`src/rtl/ce_pkg.sv`:
```
package ce_pkg;

    typedef enum logic [3:0] {
        ST_IDLE,
        ST_DST_RD,
        ST_DST_CHK,
        ST_SRC_RD0,
        ST_SRC_RD1,
        ST_SRC_CHK,
        ST_CP_RD,
        ST_CP_WR,
        ST_WB,
        ST_HALT
    } ce_state_e;

    localparam logic [7:0] OFS_SRC_BASE = 8'h00;
    localparam logic [7:0] OFS_SRC_SIZE = 8'h04;
    localparam logic [7:0] OFS_DST_BASE = 8'h08;
    localparam logic [7:0] OFS_DST_SIZE = 8'h0C;
    localparam logic [7:0] OFS_CTRL     = 8'h10;
    localparam logic [7:0] OFS_CMD      = 8'h18;
    localparam logic [7:0] OFS_IEN      = 8'h2C;
    localparam logic [7:0] OFS_ISTAT    = 8'h30;
    localparam logic [7:0] OFS_ERR      = 8'h38;
    localparam logic [7:0] OFS_SRC_WR   = 8'h3C;
    localparam logic [7:0] OFS_DST_WR   = 8'h40;
    localparam logic [7:0] OFS_SRC_RD   = 8'h44;
    localparam logic [7:0] OFS_DST_RD   = 8'h48;

    localparam int CTRL_W = 19;

    function automatic logic [31:0] byte_rev(input logic [31:0] w);
        return {w[7:0], w[15:8], w[23:16], w[31:24]};
    endfunction

endpackage

```
`src/rtl/ce_ring.sv`:
```
module ce_ring #(
    parameter int IDX_W = 4
) (
    input  logic             clk,
    input  logic             rst_n,
    input  logic             size_we,
    input  logic [IDX_W:0]   size_wdata,
    input  logic             wr_we,
    input  logic [IDX_W-1:0] wr_wdata,
    input  logic             adv,
    output logic [IDX_W:0]   size_o,
    output logic [IDX_W-1:0] wr_idx,
    output logic [IDX_W-1:0] rd_idx,
    output logic             pending,
    output logic             ovf
);
    localparam logic [IDX_W-1:0] ONE = {{(IDX_W-1){1'b0}}, 1'b1};

    logic [IDX_W:0]   size_q;
    logic [IDX_W-1:0] wr_q, rd_q, mask;
    logic [IDX_W-1:0] new_dist, old_dist;

    assign mask     = size_q[IDX_W-1:0] - ONE;
    assign new_dist = (wr_wdata - rd_q) & mask;
    assign old_dist = (wr_q - rd_q) & mask;
    assign ovf      = wr_we && (new_dist < old_dist);
    assign pending  = (rd_q != wr_q);
    assign size_o   = size_q;
    assign wr_idx   = wr_q;
    assign rd_idx   = rd_q;

    always_ff @(posedge clk or negedge rst_n) begin
        if (!rst_n) begin
            size_q <= '0;
            wr_q   <= '0;
            rd_q   <= '0;
        end else if (size_we) begin
            size_q <= size_wdata;
            wr_q   <= '0;
            rd_q   <= '0;
        end else begin
            if (wr_we && !ovf) wr_q <= wr_wdata & mask;
            if (adv)           rd_q <= (rd_q + ONE) & mask;
        end
    end

    AST_ADV_PENDING: assert property (@(posedge clk) disable iff (!rst_n)
        adv |-> (rd_idx != wr_idx));
    AST_WR_SW_ONLY: assert property (@(posedge clk) disable iff (!rst_n)
        (!wr_we && !size_we) |=> $stable(wr_idx));
    AST_RD_HOLD: assert property (@(posedge clk) disable iff (!rst_n)
        (!adv && !size_we) |=> $stable(rd_idx));
endmodule

```
`src/rtl/ce_regs.sv`:
```
module ce_regs
    import ce_pkg::*;
#(
    parameter int IDX_W = 4
) (
    input  logic                   clk,
    input  logic                   rst_n,
    input  logic                   reg_we,
    input  logic [7:0]             reg_addr,
    input  logic [31:0]            reg_wdata,
    output logic [31:0]            reg_rdata,
    input  logic [1:0][IDX_W:0]    ring_size,
    input  logic [1:0][IDX_W-1:0]  ring_wr,
    input  logic [1:0][IDX_W-1:0]  ring_rd,
    input  logic [1:0]             ring_ovf,
    output logic [1:0]             size_we,
    output logic [1:0]             wr_we,
    input  logic                   halted,
    input  logic                   cc_set,
    input  logic [2:0]             eng_err,
    output logic [31:0]            src_base,
    output logic [31:0]            dst_base,
    output logic [CTRL_W-1:0]      ctrl,
    output logic                   halt_req,
    output logic                   err_stop,
    output logic                   irq
);
    logic        ien_q, cc_q;
    logic [9:5]  err_q;
    logic [4:0]  err_set;
    logic        wr_istat, wr_err;

    assign size_we  = {reg_we && reg_addr == OFS_DST_SIZE, reg_we && reg_addr == OFS_SRC_SIZE};
    assign wr_we    = {reg_we && reg_addr == OFS_DST_WR,   reg_we && reg_addr == OFS_SRC_WR};
    assign wr_istat = reg_we && reg_addr == OFS_ISTAT;
    assign wr_err   = reg_we && reg_addr == OFS_ERR;
    assign err_set  = {eng_err, ring_ovf[1], ring_ovf[0]};
    assign err_stop = |err_q[9:7];
    assign irq      = cc_q & ien_q;

    always_ff @(posedge clk or negedge rst_n) begin
        if (!rst_n) begin
            src_base <= '0;
            dst_base <= '0;
            ctrl     <= '0;
            halt_req <= 1'b0;
            ien_q    <= 1'b0;
            cc_q     <= 1'b0;
            err_q    <= '0;
        end else begin
            if (reg_we) begin
                unique case (reg_addr)
                    OFS_SRC_BASE: src_base <= reg_wdata;
                    OFS_DST_BASE: dst_base <= reg_wdata;
                    OFS_CTRL:     ctrl     <= reg_wdata[CTRL_W-1:0];
                    OFS_CMD:      halt_req <= reg_wdata[0];
                    OFS_IEN:      ien_q    <= reg_wdata[0];
                    default: ;
                endcase
            end
            cc_q  <= cc_set | (cc_q & ~(wr_istat & reg_wdata[0]));
            err_q <= err_set | (err_q & ~({5{wr_err}} & reg_wdata[9:5]));
        end
    end

    always_comb begin
        reg_rdata = '0;
        unique case (reg_addr)
            OFS_SRC_BASE: reg_rdata = src_base;
            OFS_SRC_SIZE: reg_rdata = 32'(ring_size[0]);
            OFS_DST_BASE: reg_rdata = dst_base;
            OFS_DST_SIZE: reg_rdata = 32'(ring_size[1]);
            OFS_CTRL:     reg_rdata = 32'(ctrl);
            OFS_CMD:      reg_rdata = {28'h0, halted, 2'b00, halt_req};
            OFS_IEN:      reg_rdata = {31'h0, ien_q};
            OFS_ISTAT:    reg_rdata = {31'h0, cc_q};
            OFS_ERR:      reg_rdata = {22'h0, err_q, 5'h0};
            OFS_SRC_WR:   reg_rdata = 32'(ring_wr[0]);
            OFS_DST_WR:   reg_rdata = 32'(ring_wr[1]);
            OFS_SRC_RD:   reg_rdata = 32'(ring_rd[0]);
            OFS_DST_RD:   reg_rdata = 32'(ring_rd[1]);
            default:      reg_rdata = '0;
        endcase
    end

    AST_CC_RAISES_IRQ: assert property (@(posedge clk) disable iff (!rst_n)
        (cc_set && ien_q && !reg_we) |=> irq);
endmodule

```
`src/rtl/ce_engine.sv`:
```
module ce_engine
    import ce_pkg::*;
#(
    parameter int IDX_W = 4
) (
    input  logic             clk,
    input  logic             rst_n,
    input  logic [31:0]      src_base,
    input  logic [31:0]      dst_base,
    input  logic [17:0]      ctrl,
    input  logic             halt_req,
    input  logic             err_stop,
    input  logic [IDX_W-1:0] src_rd,
    input  logic [IDX_W-1:0] dst_rd,
    input  logic             src_pending,
    input  logic             dst_pending,
    input  logic [31:0]      mem_rdata,
    output logic             mem_req,
    output logic             mem_we,
    output logic [31:0]      mem_addr,
    output logic [31:0]      mem_wdata,
    output logic             src_adv,
    output logic             dst_adv,
    output logic             cc_set,
    output logic [2:0]       eng_err,
    output logic             halted
);
    localparam int PAD_W = 29 - IDX_W;

    ce_state_e st, st_nxt;
    logic [31:0] src_ptr, dst_ptr, sdesc, ddesc;
    logic [15:0] left_q, total_q, len;
    logic        chain_q, swap_q;
    logic [16:0] sum;
    logic        e_daddr, e_slen, e_dmax;

    assign sdesc   = src_base + {{PAD_W{1'b0}}, src_rd, 3'b000};
    assign ddesc   = dst_base + {{PAD_W{1'b0}}, dst_rd, 3'b000};
    assign len     = mem_rdata[15:0];
    assign sum     = {1'b0, total_q} + {1'b0, len};
    assign halted  = (st == ST_HALT);
    assign eng_err = {e_daddr, e_slen, e_dmax};

    always_comb begin
        st_nxt  = st;
        src_adv = 1'b0;
        dst_adv = 1'b0;
        cc_set  = 1'b0;
        e_daddr = 1'b0;
        e_slen  = 1'b0;
        e_dmax  = 1'b0;
        unique case (st)
            ST_IDLE: begin
                if (halt_req || err_stop)        st_nxt = ST_HALT;
                else if (src_pending && dst_pending) st_nxt = ST_DST_RD;
            end
            ST_DST_RD:  st_nxt = ST_DST_CHK;
            ST_DST_CHK: begin
                if (mem_rdata[1:0] != 2'b00) begin
                    e_daddr = 1'b1;
                    st_nxt  = ST_HALT;
                end else st_nxt = ST_SRC_RD0;
            end
            ST_SRC_RD0: if (src_pending) st_nxt = ST_SRC_RD1;
            ST_SRC_RD1: st_nxt = ST_SRC_CHK;
            ST_SRC_CHK: begin
                if (len == 16'h0 || len[1:0] != 2'b00) begin
                    e_slen = 1'b1;
                    st_nxt = ST_HALT;
                end else if (sum > {1'b0, ctrl[15:0]}) begin
                    e_dmax = 1'b1;
                    st_nxt = ST_HALT;
                end else st_nxt = ST_CP_RD;
            end
            ST_CP_RD: st_nxt = ST_CP_WR;
            ST_CP_WR: begin
                if (left_q == 16'd4) begin
                    src_adv = 1'b1;
                    st_nxt  = chain_q ? ST_SRC_RD0 : ST_WB;
                end else st_nxt = ST_CP_RD;
            end
            ST_WB: begin
                dst_adv = 1'b1;
                cc_set  = 1'b1;
                st_nxt  = ST_IDLE;
            end
            ST_HALT: if (!halt_req && !err_stop) st_nxt = ST_IDLE;
            default: st_nxt = ST_IDLE;
        endcase
    end

    always_ff @(posedge clk or negedge rst_n) begin
        if (!rst_n) st <= ST_IDLE;
        else        st <= st_nxt;
    end

    always_ff @(posedge clk or negedge rst_n) begin
        if (!rst_n) begin
            src_ptr <= '0;
            dst_ptr <= '0;
            left_q  <= '0;
            total_q <= '0;
            chain_q <= 1'b0;
            swap_q  <= 1'b0;
        end else begin
            unique case (st)
                ST_DST_CHK: begin
                    dst_ptr <= mem_rdata;
                    total_q <= '0;
                end
                ST_SRC_RD1: src_ptr <= mem_rdata;
                ST_SRC_CHK: begin
                    left_q  <= len;
                    total_q <= sum[15:0];
                    chain_q <= mem_rdata[16];
                    swap_q  <= mem_rdata[17];
                end
                ST_CP_WR: begin
                    src_ptr <= src_ptr + 32'd4;
                    dst_ptr <= dst_ptr + 32'd4;
                    left_q  <= left_q - 16'd4;
                end
                default: ;
            endcase
        end
    end

    always_comb begin
        mem_req   = 1'b0;
        mem_we    = 1'b0;
        mem_addr  = '0;
        mem_wdata = '0;
        unique case (st)
            ST_DST_RD: begin
                mem_req  = 1'b1;
                mem_addr = ddesc;
            end
            ST_SRC_RD0: begin
                mem_req  = src_pending;
                mem_addr = sdesc;
            end
            ST_SRC_RD1: begin
                mem_req  = 1'b1;
                mem_addr = sdesc + 32'd4;
            end
            ST_CP_RD: begin
                mem_req  = 1'b1;
                mem_addr = src_ptr;
            end
            ST_CP_WR: begin
                mem_req   = 1'b1;
                mem_we    = 1'b1;
                mem_addr  = dst_ptr;
                mem_wdata = (swap_q || ctrl[16]) ? byte_rev(mem_rdata) : mem_rdata;
            end
            ST_WB: begin
                mem_req   = 1'b1;
                mem_we    = 1'b1;
                mem_addr  = ddesc + 32'd4;
                mem_wdata = ctrl[17] ? byte_rev({16'h0, total_q}) : {16'h0, total_q};
            end
            default: ;
        endcase
    end

    AST_HALT_QUIET: assert property (@(posedge clk) disable iff (!rst_n)
        halted |-> !mem_req);
    AST_ERR_STOPS: assert property (@(posedge clk) disable iff (!rst_n)
        (|eng_err) |=> halted);
endmodule

```
`src/rtl/ce_copy_engine.sv`:
```
module ce_copy_engine
    import ce_pkg::*;
#(
    parameter int IDX_W = 4
) (
    input  logic        clk,
    input  logic        rst_n,
    input  logic        reg_we,
    input  logic [7:0]  reg_addr,
    input  logic [31:0] reg_wdata,
    output logic [31:0] reg_rdata,
    output logic        mem_req,
    output logic        mem_we,
    output logic [31:0] mem_addr,
    output logic [31:0] mem_wdata,
    input  logic [31:0] mem_rdata,
    output logic        irq
);
    logic [1:0][IDX_W:0]   ring_size;
    logic [1:0][IDX_W-1:0] ring_wr, ring_rd;
    logic [1:0]            ring_pend, ring_ovf, size_we, wr_we, ring_adv;
    logic [31:0]           src_base, dst_base;
    logic [CTRL_W-1:0]     ctrl;
    logic                  halt_req, err_stop, halted, cc_set;
    logic [2:0]            eng_err;

    for (genvar g = 0; g < 2; g++) begin : g_ring
        ce_ring #(.IDX_W(IDX_W)) u_ring (
            .clk        (clk),
            .rst_n      (rst_n),
            .size_we    (size_we[g]),
            .size_wdata (reg_wdata[IDX_W:0]),
            .wr_we      (wr_we[g]),
            .wr_wdata   (reg_wdata[IDX_W-1:0]),
            .adv        (ring_adv[g]),
            .size_o     (ring_size[g]),
            .wr_idx     (ring_wr[g]),
            .rd_idx     (ring_rd[g]),
            .pending    (ring_pend[g]),
            .ovf        (ring_ovf[g])
        );
    end

    ce_regs #(.IDX_W(IDX_W)) u_regs (
        .clk       (clk),
        .rst_n     (rst_n),
        .reg_we    (reg_we),
        .reg_addr  (reg_addr),
        .reg_wdata (reg_wdata),
        .reg_rdata (reg_rdata),
        .ring_size (ring_size),
        .ring_wr   (ring_wr),
        .ring_rd   (ring_rd),
        .ring_ovf  (ring_ovf),
        .size_we   (size_we),
        .wr_we     (wr_we),
        .halted    (halted),
        .cc_set    (cc_set),
        .eng_err   (eng_err),
        .src_base  (src_base),
        .dst_base  (dst_base),
        .ctrl      (ctrl),
        .halt_req  (halt_req),
        .err_stop  (err_stop),
        .irq       (irq)
    );

    ce_engine #(.IDX_W(IDX_W)) u_engine (
        .clk         (clk),
        .rst_n       (rst_n),
        .src_base    (src_base),
        .dst_base    (dst_base),
        .ctrl        (ctrl[17:0]),
        .halt_req    (halt_req),
        .err_stop    (err_stop),
        .src_rd      (ring_rd[0]),
        .dst_rd      (ring_rd[1]),
        .src_pending (ring_pend[0]),
        .dst_pending (ring_pend[1]),
        .mem_rdata   (mem_rdata),
        .mem_req     (mem_req),
        .mem_we      (mem_we),
        .mem_addr    (mem_addr),
        .mem_wdata   (mem_wdata),
        .src_adv     (ring_adv[0]),
        .dst_adv     (ring_adv[1]),
        .cc_set      (cc_set),
        .eng_err     (eng_err),
        .halted      (halted)
    );
endmodule

```
`config.mk`:
```
export PLATFORM = sky130hd
export DESIGN_NAME = ce_copy_engine
export DESIGN_NICKNAME = d
export VERILOG_FILES = /design/src/rtl/ce_pkg.sv /design/src/rtl/ce_ring.sv /design/src/rtl/ce_regs.sv /design/src/rtl/ce_engine.sv /design/src/rtl/ce_copy_engine.sv
export SDC_FILE = /design/constraint.sdc
export NUM_CORES = 1
export LEC_CHECK = 0
export BUFFER_PORTS_ARGS = -buffer_cell sky130_fd_sc_hd__buf_2
export CAP_MARGIN = 20
export CORE_AREA = 5 5 207 209
export CTS_BUF_LIST = sky130_fd_sc_hd__clkbuf_16
export CTS_CLUSTER_SIZE = 30
export DETAILED_ROUTE_END_ITERATION = 12
export DIE_AREA = 0 0 212 214
export HOLD_SLACK_MARGIN = 0.06
export PLACE_DENSITY = 0.71
export SETUP_SLACK_MARGIN = 0.15
export SYNTH_ARGS = -nofsm -noshare
export SYNTH_HDL_FRONTEND = slang
export SYNTH_SLANG_ARGS = --single-unit
```
`constraint.sdc`:
```
create_clock -name clk -period 4.3 [get_ports clk]
set_clock_uncertainty 0.15 [all_clocks]
set_input_delay 0.215 -clock clk [delete_from_list [all_inputs] [get_ports clk]]
set_output_delay 0.215 -clock clk [all_outputs]
set_load 0.02 [all_outputs]
```
==> impl_summary.log, run 1 <==
[metrics] gr ovfl total: 0
[metrics] highest achievable clock rate: 215.5 MHz
[metrics] initial core utilization: 41.41%
[metrics] CP arrival: 4.98 ns
[metrics] largest family of logic cells by synthesized area: simple AND/OR/NAND/NOR gates
[metrics] overall die area: 45370 µm²
[metrics] DRT antenna net count: 0
[metrics] drc violations: 0
[metrics] largest stage delay on the critical path: 0.38 ns
[metrics] synthesized area per cell: 8.624 µm²
[metrics] Post-layout nets: 2408
[metrics] share of synthesized area spent on multiplexers: 8.875%
[metrics] clock sink total: 219
[metrics] synthesized-area fraction occupied by ao, oa, aoi and oai cells: 21.58%
[metrics] Worst VDD drop: 0.3340 mV
[metrics] first-pass GRT wire length: 97960 µm
[metrics] total nets after synthesis: 2101
[metrics] TritonCTS clock tree: built
[metrics] final cell count without fillers: 2809
[metrics] maximum number of pins on one net before global-route repair: 129
[metrics] Slew Limit Headroom: 27.56%
[metrics] H-tree levels: 1
[metrics] proportion of synthesized chip area in sequential cells: 32.56%
[metrics] Root Buffer: clkbuf_16
[metrics] Avg Vias per Cell: 6.265
[metrics] proportion of power drawn by the clock network: 24.3%
[metrics] layout overhead on the synthesized area: 29.40%
[metrics] Final GP Congestion: 0.9623
[metrics] count of pins on the block boundary: 174
[metrics] Die Wd: 212 µm
[metrics] fin crit period: 4.640 ns
[metrics] number of standard-cell rows in the floorplan: 74
[metrics] Max stage delay cell, worst path: dfrtp_1
[metrics] warning count from the yosys run: 0
[metrics] core area: 40650 µm²
[metrics] gate count after technology mapping: 1952
[metrics] Max-Cap Viols: 0
[metrics] Synth cell types: 90
[metrics] combinational share of power: 42.8%
[metrics] port bufs: 173
[metrics] via count: 17598
[metrics] worst path cell trace: ha_2 -> fa_2 -> a21o_1 -> a21oi_2 -> o21bai_1 -> a31o_2 -> a41o_1 -> o41a_1 -> xor2_1 -> ha_1 -> nand4_1 -> nor4_2 -> nand4_1 -> a221o_1 -> a31oi_1 -> a21bo_2 -> nor2_4 -> a41o_1
[metrics] XOR/XNOR share of the synthesized area: 5.255%
[metrics] initial antenna violation count: 3
[metrics] drt initial violations: 2386
[metrics] setup repair after global routing missed its margin: true
[metrics] DRT Wirelength: 65240 µm
[metrics] Setup crit end kind: flip-flop
[metrics] net load switching power: 4265 µW
[metrics] first-pass iteration count of the detailed router: 6
[metrics] Vert. Die Dim: 214 µm
[metrics] Leakage Power: 0.009549 µW
[metrics] WS Path Type: reg2reg
[metrics] final setup violating endpoints: 12
[metrics] hold violation count in the final report: 0
[metrics] number of pins exceeding their max-slew limit in the final report: 0
[metrics] arithmetic-cell share of the synthesized area counting full adders, half adders and majority gates: 5.812%
[metrics] fin crit share: 107.9%
[metrics] vias in the first global route: 16546
[metrics] Clock Latency Late Sink: 0.55 ns
[metrics] proportion of power drawn by flip-flops and latches: 32.8%
[metrics] data required time at the worst endpoint: 4.64 ns
[metrics] transition time of the tightest slew-check pin: 1.078 ns
[metrics] share of flip-flops with an asynchronous set or reset: 100.0%
[metrics] switching part of the total: 41.99%
[metrics] Tightest Hold Check Type: in2reg
[metrics] maximum fanout along the worst path: 4
[metrics] Post-Synth Simple-Gate Area: 21.83%
[metrics] post-synthesis register bit count: 219
[metrics] share of post-route cells with drive strength above 1: 26.32%
[metrics] run status: complete, but fails checks
[metrics] filler cell count: 3560
[metrics] violated checks: setup timing
[metrics] Placed Instances: 2609
[metrics] Worst-path clk slew: 0.06 ns
[metrics] maximum number of buffers from clock root to sink: 3
[metrics] number of enable-type register cells in the synthesized netlist: 0
[metrics] GRT Resource Usage Total: 26.67%
[metrics] Internal Pwr Total: 5892 µW
[metrics] half-perimeter wire length of the detailed placement result: 46250 µm
[metrics] most frequently used flop master after synthesis: dfrtp_1
[metrics] Worst Setup Slack, final: -0.3402 ns
[metrics] Cell Pwr Density: 466.2 nW/µm²
[metrics] Syn Std Cell Area: 16830 µm²
[metrics] Post-Place Setup Slack: -0.3426 ns
[metrics] wire length per cell after detailed routing: 23.22 µm
[metrics] crit path launch type: flip-flop
[metrics] total CTS buffers: 26
Yosys cell counts, types with 48 or more instances:
cell type | count | area [µm²]
dfrtp_1 | 219 | 5480
nor3_1 | 56 | 280.3
nor2_1 | 151 | 566.8
nand3_1 | 80 | 400.4
nand2_1 | 238 | 893.4
clkbuf_1 | 86 | 322.8
o21ai_0 | 137 | 685.7
a21oi_1 | 91 | 455.4
xnor2_1 | 48 | 420.4
xor2_1 | 53 | 464.2
inv_1 | 70 | 262.8
mux2i_1 | 48 | 480.5
mux2_2 | 90 | 1013
ha_1 | 67 | 838.3
layout make-up:
cell class                      count  area, µm²  area share, %
Inverter                           70      262.8          1.206
Clock inverter                     18      264.0          1.212
Multi-Input combinational cell   1557      11540          52.98
Timing Repair Buffer              385       2887          13.25
Tap cell                          532      665.6          3.056
Sequential cell                   219       5487          25.19
Clock buffer                       27      675.6          3.102
Antenna cell                        1      2.502        0.01149
repair_timing:
action | 4_1_cts | 5_1_grt
hold endpoints to repair | 311 | 0
endpoints found under the setup margin | 26 | 27
buffers inserted | 52 | 24
hold buffers | 75 | 0
pin swaps | 64 | 51
resized for setup | 108 | 79
gates cloned | 1 | 1
registers in the layout (all words and copies together) (netlist names):
name	cells
u_regs.err_q	5
u_regs.ien_q	1
u_regs.dst_base	32
u_engine.total_q	16
g_ring.u_ring.rd_idx	8
g_ring.u_ring.wr_idx	8
u_regs.cc_q	1
u_engine.st	4
u_engine.dst_ptr	32
u_regs.halt_req	1
u_regs.ctrl	19
u_engine.chain_q	1
u_regs.src_base	32
u_engine.src_ptr	32
u_engine.swap_q	1
g_ring.u_ring.size_o	10
u_engine.left_q	16
power groups by stage:
stage	Combinational, µW	Sequential [µW]	Clock [µW]
after floorplan	2800	3010	0
after global placement	3770	3270	0
after detailed placement	3890	3290	0
after CTS	4140	3270	2500
after global routing	4710	3390	2570
final	4350	3330	2470
worst max-delay path, delay by kind of cell, from the launching register on:
kind / cells / cell delay, ns
compound gates: 10 / 2.27
xor+xnor: 1 / 0.19
fa+ha+maj: 3 / 0.85
flops: 1 / 0.38
simple gates: 4 / 0.74
path summary, 6_finish.rpt:
path	from	to	slack, ns	cells after the start
worst min-delay path	mem_rdata[1]	u_regs.err_q[9]	0.11	4
max in group asynchronous	rst_n	g_ring[0].u_ring.rd_idx[2]	2.59	3
min in group asynchronous	rst_n	u_engine.src_ptr[30]	0.25	2
worst max register to register	u_engine.total_q[0]	u_engine.st[2]	-0.34	18
worst max-delay path	u_engine.total_q[0]	u_engine.st[2]	-0.34	18
worst min register to register	u_engine.left_q[0]	u_engine.left_q[0]	0.34	2
per-layer routing:
| metal | up-vias | global-route usage, % | routed length, µm |
|---|---|---|---|
| met2 | 1023 | 40.69 | 28580 |
| li1 | 7886 | - | - |
| met5 | - | 0 | 27 |
| met3 | 146 | 4.960 | 6817 |
| met4 | 4 | 8.911 | 2764 |
| met1 | 8539 | 38.13 | 27050 |
logic make-up (layout without fill, tap and decap cells):
group / after synthesis / after routing
and+or+nand+nor: 723 / 725
muxes: 138 / 138
adders and majority gates: 74 / 74
AOI/OAI and AO/OA: 519 / 519
xor gates and xnor gates: 101 / 101
DFF: 219 / 219
other: 0 / 1
buffers and inverters: 178 / 500
cells in the final DEF, fill, tap and decap left out, types with 25 or more instances in the layout:
| master | netlist | routed |
|---|---|---|
| a21oi_1 | 91 | 90 |
| a22oi_1 | 35 | 34 |
| and3_1 | 25 | 25 |
| buf_2 | 5 | 154 |
| buf_4 | 0 | 124 |
| clkbuf_16 | 0 | 27 |
| dfrtp_1 | 219 | 214 |
| dlygate4sd3_1 | 0 | 75 |
| ha_1 | 67 | 59 |
| inv_1 | 70 | 72 |
| mux2_2 | 90 | 90 |
| mux2i_1 | 48 | 44 |
| nand2_1 | 238 | 236 |
| nand3_1 | 80 | 78 |
| nand4_1 | 38 | 38 |
| nor2_1 | 151 | 136 |
| nor3_1 | 56 | 48 |
| o21ai_0 | 137 | 127 |
| xnor2_1 | 48 | 37 |
| xor2_1 | 53 | 49 |
metrics by stage:
step | hold WS, ns | util [%] | power [µW] | instance area (µm²) | setup TNS [ns]
floorplan | -0.2306 | - | 5810 | 16870 | -0.02998
global placement | 0.2488 | 45.46 | 7040 | 18480 | -0.8711
detailed placement | 0.2597 | 45.46 | 7180 | 18480 | -1.594
CTS | 0.08519 | 52.04 | 9903 | 21150 | -1.400
global route | 0.1551 | 53.59 | 10670 | 21780 | -4.217
finish | 0.1068 | 53.59 | 10160 | 21780 | -2.251
(Power assumes the default switching activity.)
==> run 2: changes to the inputs <==
--- a/config.mk
+++ b/config.mk
@@ -14,6 +14,7 @@
 export DIE_AREA = 0 0 212 214
 export HOLD_SLACK_MARGIN = 0.06
 export PLACE_DENSITY = 0.71
+export RECOVER_POWER = 100
 export SETUP_SLACK_MARGIN = 0.15
 export SYNTH_ARGS = -nofsm -noshare
 export SYNTH_HDL_FRONTEND = slang
==> run 2 against run 1 <==
The run ends with capacitance limit, slew limit, setup timing left. Cell area down 0.79%. Via count down 0.11%. Global-route usage unchanged. Die area unchanged. Utilization down 0.42 points. Clock power about the same. Largest power group unchanged.
==> impl_summary.log, run 2 (synthesized netlist as in run 1, its figures left out) <==
[metrics] first-pass iteration count of the detailed router: 9
[metrics] Die Wd: 212 µm
[metrics] port bufs: 173
[metrics] Leakage Power: 0.009203 µW
[metrics] Worst VDD drop: 0.3291 mV
[metrics] min-delay src: mem_rdata[1]
[metrics] Avg Vias per Cell: 6.260
[metrics] Tightest Hold Check Type: in2reg
[metrics] Post-layout nets: 2408
[metrics] CP arrival: 4.96 ns
[metrics] number of pins exceeding their max-slew limit in the final report: 213
[metrics] Clock Latency Late Sink: 0.55 ns
[metrics] final cell utilization of the core: 53.17%
[metrics] vias in the first global route: 16546
[metrics] Worst Setup Slack, final: -0.3209 ns
[metrics] highest achievable clock rate: 216.4 MHz
[metrics] run status: complete, but fails checks
[metrics] final setup violating endpoints: 35
[metrics] combinational share of power: 42.7%
[metrics] WS Path Type: reg2reg
[metrics] Cell Pwr Density: 468.1 nW/µm²
[metrics] Worst-path clk slew: 0.06 ns
[metrics] Internal Pwr Total: 5862 µW
[metrics] Final GP Congestion: 0.9623
[metrics] hold violation count in the final report: 0
[metrics] Post-Place Setup Slack: -0.3426 ns
[metrics] Vert. Die Dim: 214 µm
[metrics] setup repair after global routing missed its margin: true
[metrics] drt initial violations: 2381
[metrics] fin crit share: 107.5%
[metrics] via count: 17578
[metrics] initial antenna violation count: 3
[metrics] destination of the worst register-to-register timing path: u_engine.st[2]
[metrics] Area after DPL: 18480 µm²
[metrics] Setup crit end kind: flip-flop
[metrics] DRT Wirelength: 65240 µm
[metrics] maximum fanout along the worst path: 4
[metrics] proportion of power drawn by flip-flops and latches: 32.9%
[metrics] leading cell type in the layout, fill and taps excluded: nand2_1
[metrics] worst r2r path cells: 18
[metrics] half-perimeter wire length of the detailed placement result: 46250 µm
[metrics] diodes inserted: 0
[metrics] flop-to-flop setup slack: -0.32 ns
[metrics] wire length per cell after detailed routing: 23.23 µm
[metrics] count of pins on the block boundary: 174
[metrics] initial core utilization: 41.41%
[metrics] WHS: 0.1118 ns
[metrics] clock sink total: 219
[metrics] worst setup path startpoint: u_engine.total_q[0]
[metrics] share of post-route cells with drive strength above 1: 22.76%
[metrics] data required time at the worst endpoint: 4.64 ns
[metrics] proportion of power drawn by the clock network: 24.4%
[metrics] net load switching power: 4254 µW
[metrics] GRT Resource Usage Total: 26.67%
[metrics] Worst setup endpoint: u_engine.st[2]
[metrics] gr ovfl total: 0
[metrics] layout overhead on the synthesized area: 28.39%
[metrics] total CTS buffers: 26
[metrics] TritonCTS clock tree: built
[metrics] switching part of the total: 42.05%
[metrics] final non-filler cell area: 21610 µm²
[metrics] crit path launch type: flip-flop
[metrics] fin crit period: 4.621 ns
[metrics] worst r2r src: u_engine.total_q[0]
[metrics] H-tree levels: 1
[metrics] most frequent cells in the layout: nand2_1, dfrtp_1, nor2_1
[metrics] drc violations: 0
[metrics] violated checks: capacitance limit, slew limit, setup timing
[metrics] transition time of the tightest slew-check pin: 3.311 ns
[metrics] number of standard-cell rows in the floorplan: 74
[metrics] overall die area: 45370 µm²
[metrics] first-pass GRT wire length: 97960 µm
[metrics] Slew Limit Headroom: -120.7%
[metrics] maximum number of pins on one net before global-route repair: 129
[metrics] DRT antenna net count: 0
[metrics] maximum number of buffers from clock root to sink: 3
[metrics] Root Buffer: clkbuf_16
[metrics] Max-Cap Viols: 3
[metrics] core area: 40650 µm²
-- run 2: cell count changes in the layout (fill, tap and decap cells not counted), moves of 2 or more --
| cell | before | now |
|---|---|---|
| clkbuf_1 | 0 | 77 |
| nor2_1 | 136 | 138 |
| clkbuf_2 | 0 | 7 |
| clkbuf_4 | 0 | 2 |
| and2_0 | 0 | 2 |
| buf_4 | 124 | 110 |
| and2_1 | 13 | 11 |
| nor2_2 | 6 | 4 |
| buf_2 | 154 | 83 |
-- run 2: metal layers --
layer | part of all wire (%) | vias to the layer above | global-route usage [%] | wire, µm
met3 | 10 | 171 | 4.960 | 6658
met5 | 0.12 | - | 0 | 79
met4 | 4.5 | 6 | 8.911 | 2964
li1 | - | 7887 | - | -
met1 | 42 | 8493 | 38.13 | 27190
met2 | 43 | 1021 | 40.69 | 28360
-- run 2: layout make-up --
type,instances,area (µm²)
clock buffer,27,675.6
clock inverter,18,264.0
fill,3616,19030
inverter,70,262.8
multi-input combinational,1557,11510
sequential,219,5487
tap,532,665.6
timing repair buffer,385,2750
-- run 2: worst max-delay path: stages (launching register included) --
cell	delay (ns)
dfrtp_1	0.38
ha_2	0.19
fa_2	0.36
a21o_1	0.18
a21oi_2	0.16
o21bai_1	0.10
a31o_2	0.26
a41o_1	0.25
o41a_1	0.36
xor2_1	0.18
ha_1	0.30
nand4_1	0.14
nor4_2	0.30
nand4_1	0.15
a221o_1	0.33
a31oi_1	0.16
a21bo_2	0.28
nor2_4	0.14
a41o_1	0.19
-- run 2: how the worst min path moves through the flow --
stage / end / slack, ns / cells after the start
final: u_regs.err_q[9] / 0.11 / 4
after global routing: u_engine.total_q[3] / 0.16 / 5
after CTS: u_regs.err_q[9] / 0.09 / 4
after detailed placement: u_engine.src_ptr[30] / 0.26 / 1
after global placement: u_engine.src_ptr[30] / 0.25 / 1
after floorplan: g_ring[0].u_ring.rd_idx[0] / -0.23 / 0
-- run 2: power groups by stage --
stage	logic, µW	registers (µW)	clock network (µW)
after global routing	4680	3390	2570
after CTS	4140	3270	2500
after detailed placement	3890	3290	0
final	4320	3330	2470
after global placement	3770	3270	0
after floorplan	2800	3010	0
-- run 2: timing repair --
item | in CTS | in global routing
gates cloned | 1 | 1
setup endpoints to repair | 26 | 27
setup buffers | 52 | 24
pin swaps | 64 | 51
hold buffers | 75 | 0
endpoints found under the hold margin | 311 | 0
gates resized for setup | 108 | 79
-- run 2: through the flow --
step | power (µW) | std cells | TNS [ns]
after floorplan | 5810 | 1952 | -0.02998
after CTS | 9903 | 2782 | -1.400
final | 10120 | 2808 | -4.428
after global placement | 7040 | 2609 | -0.8711
after detailed placement | 7180 | 2609 | -1.594
after global routing | 10640 | 2808 | -13.76
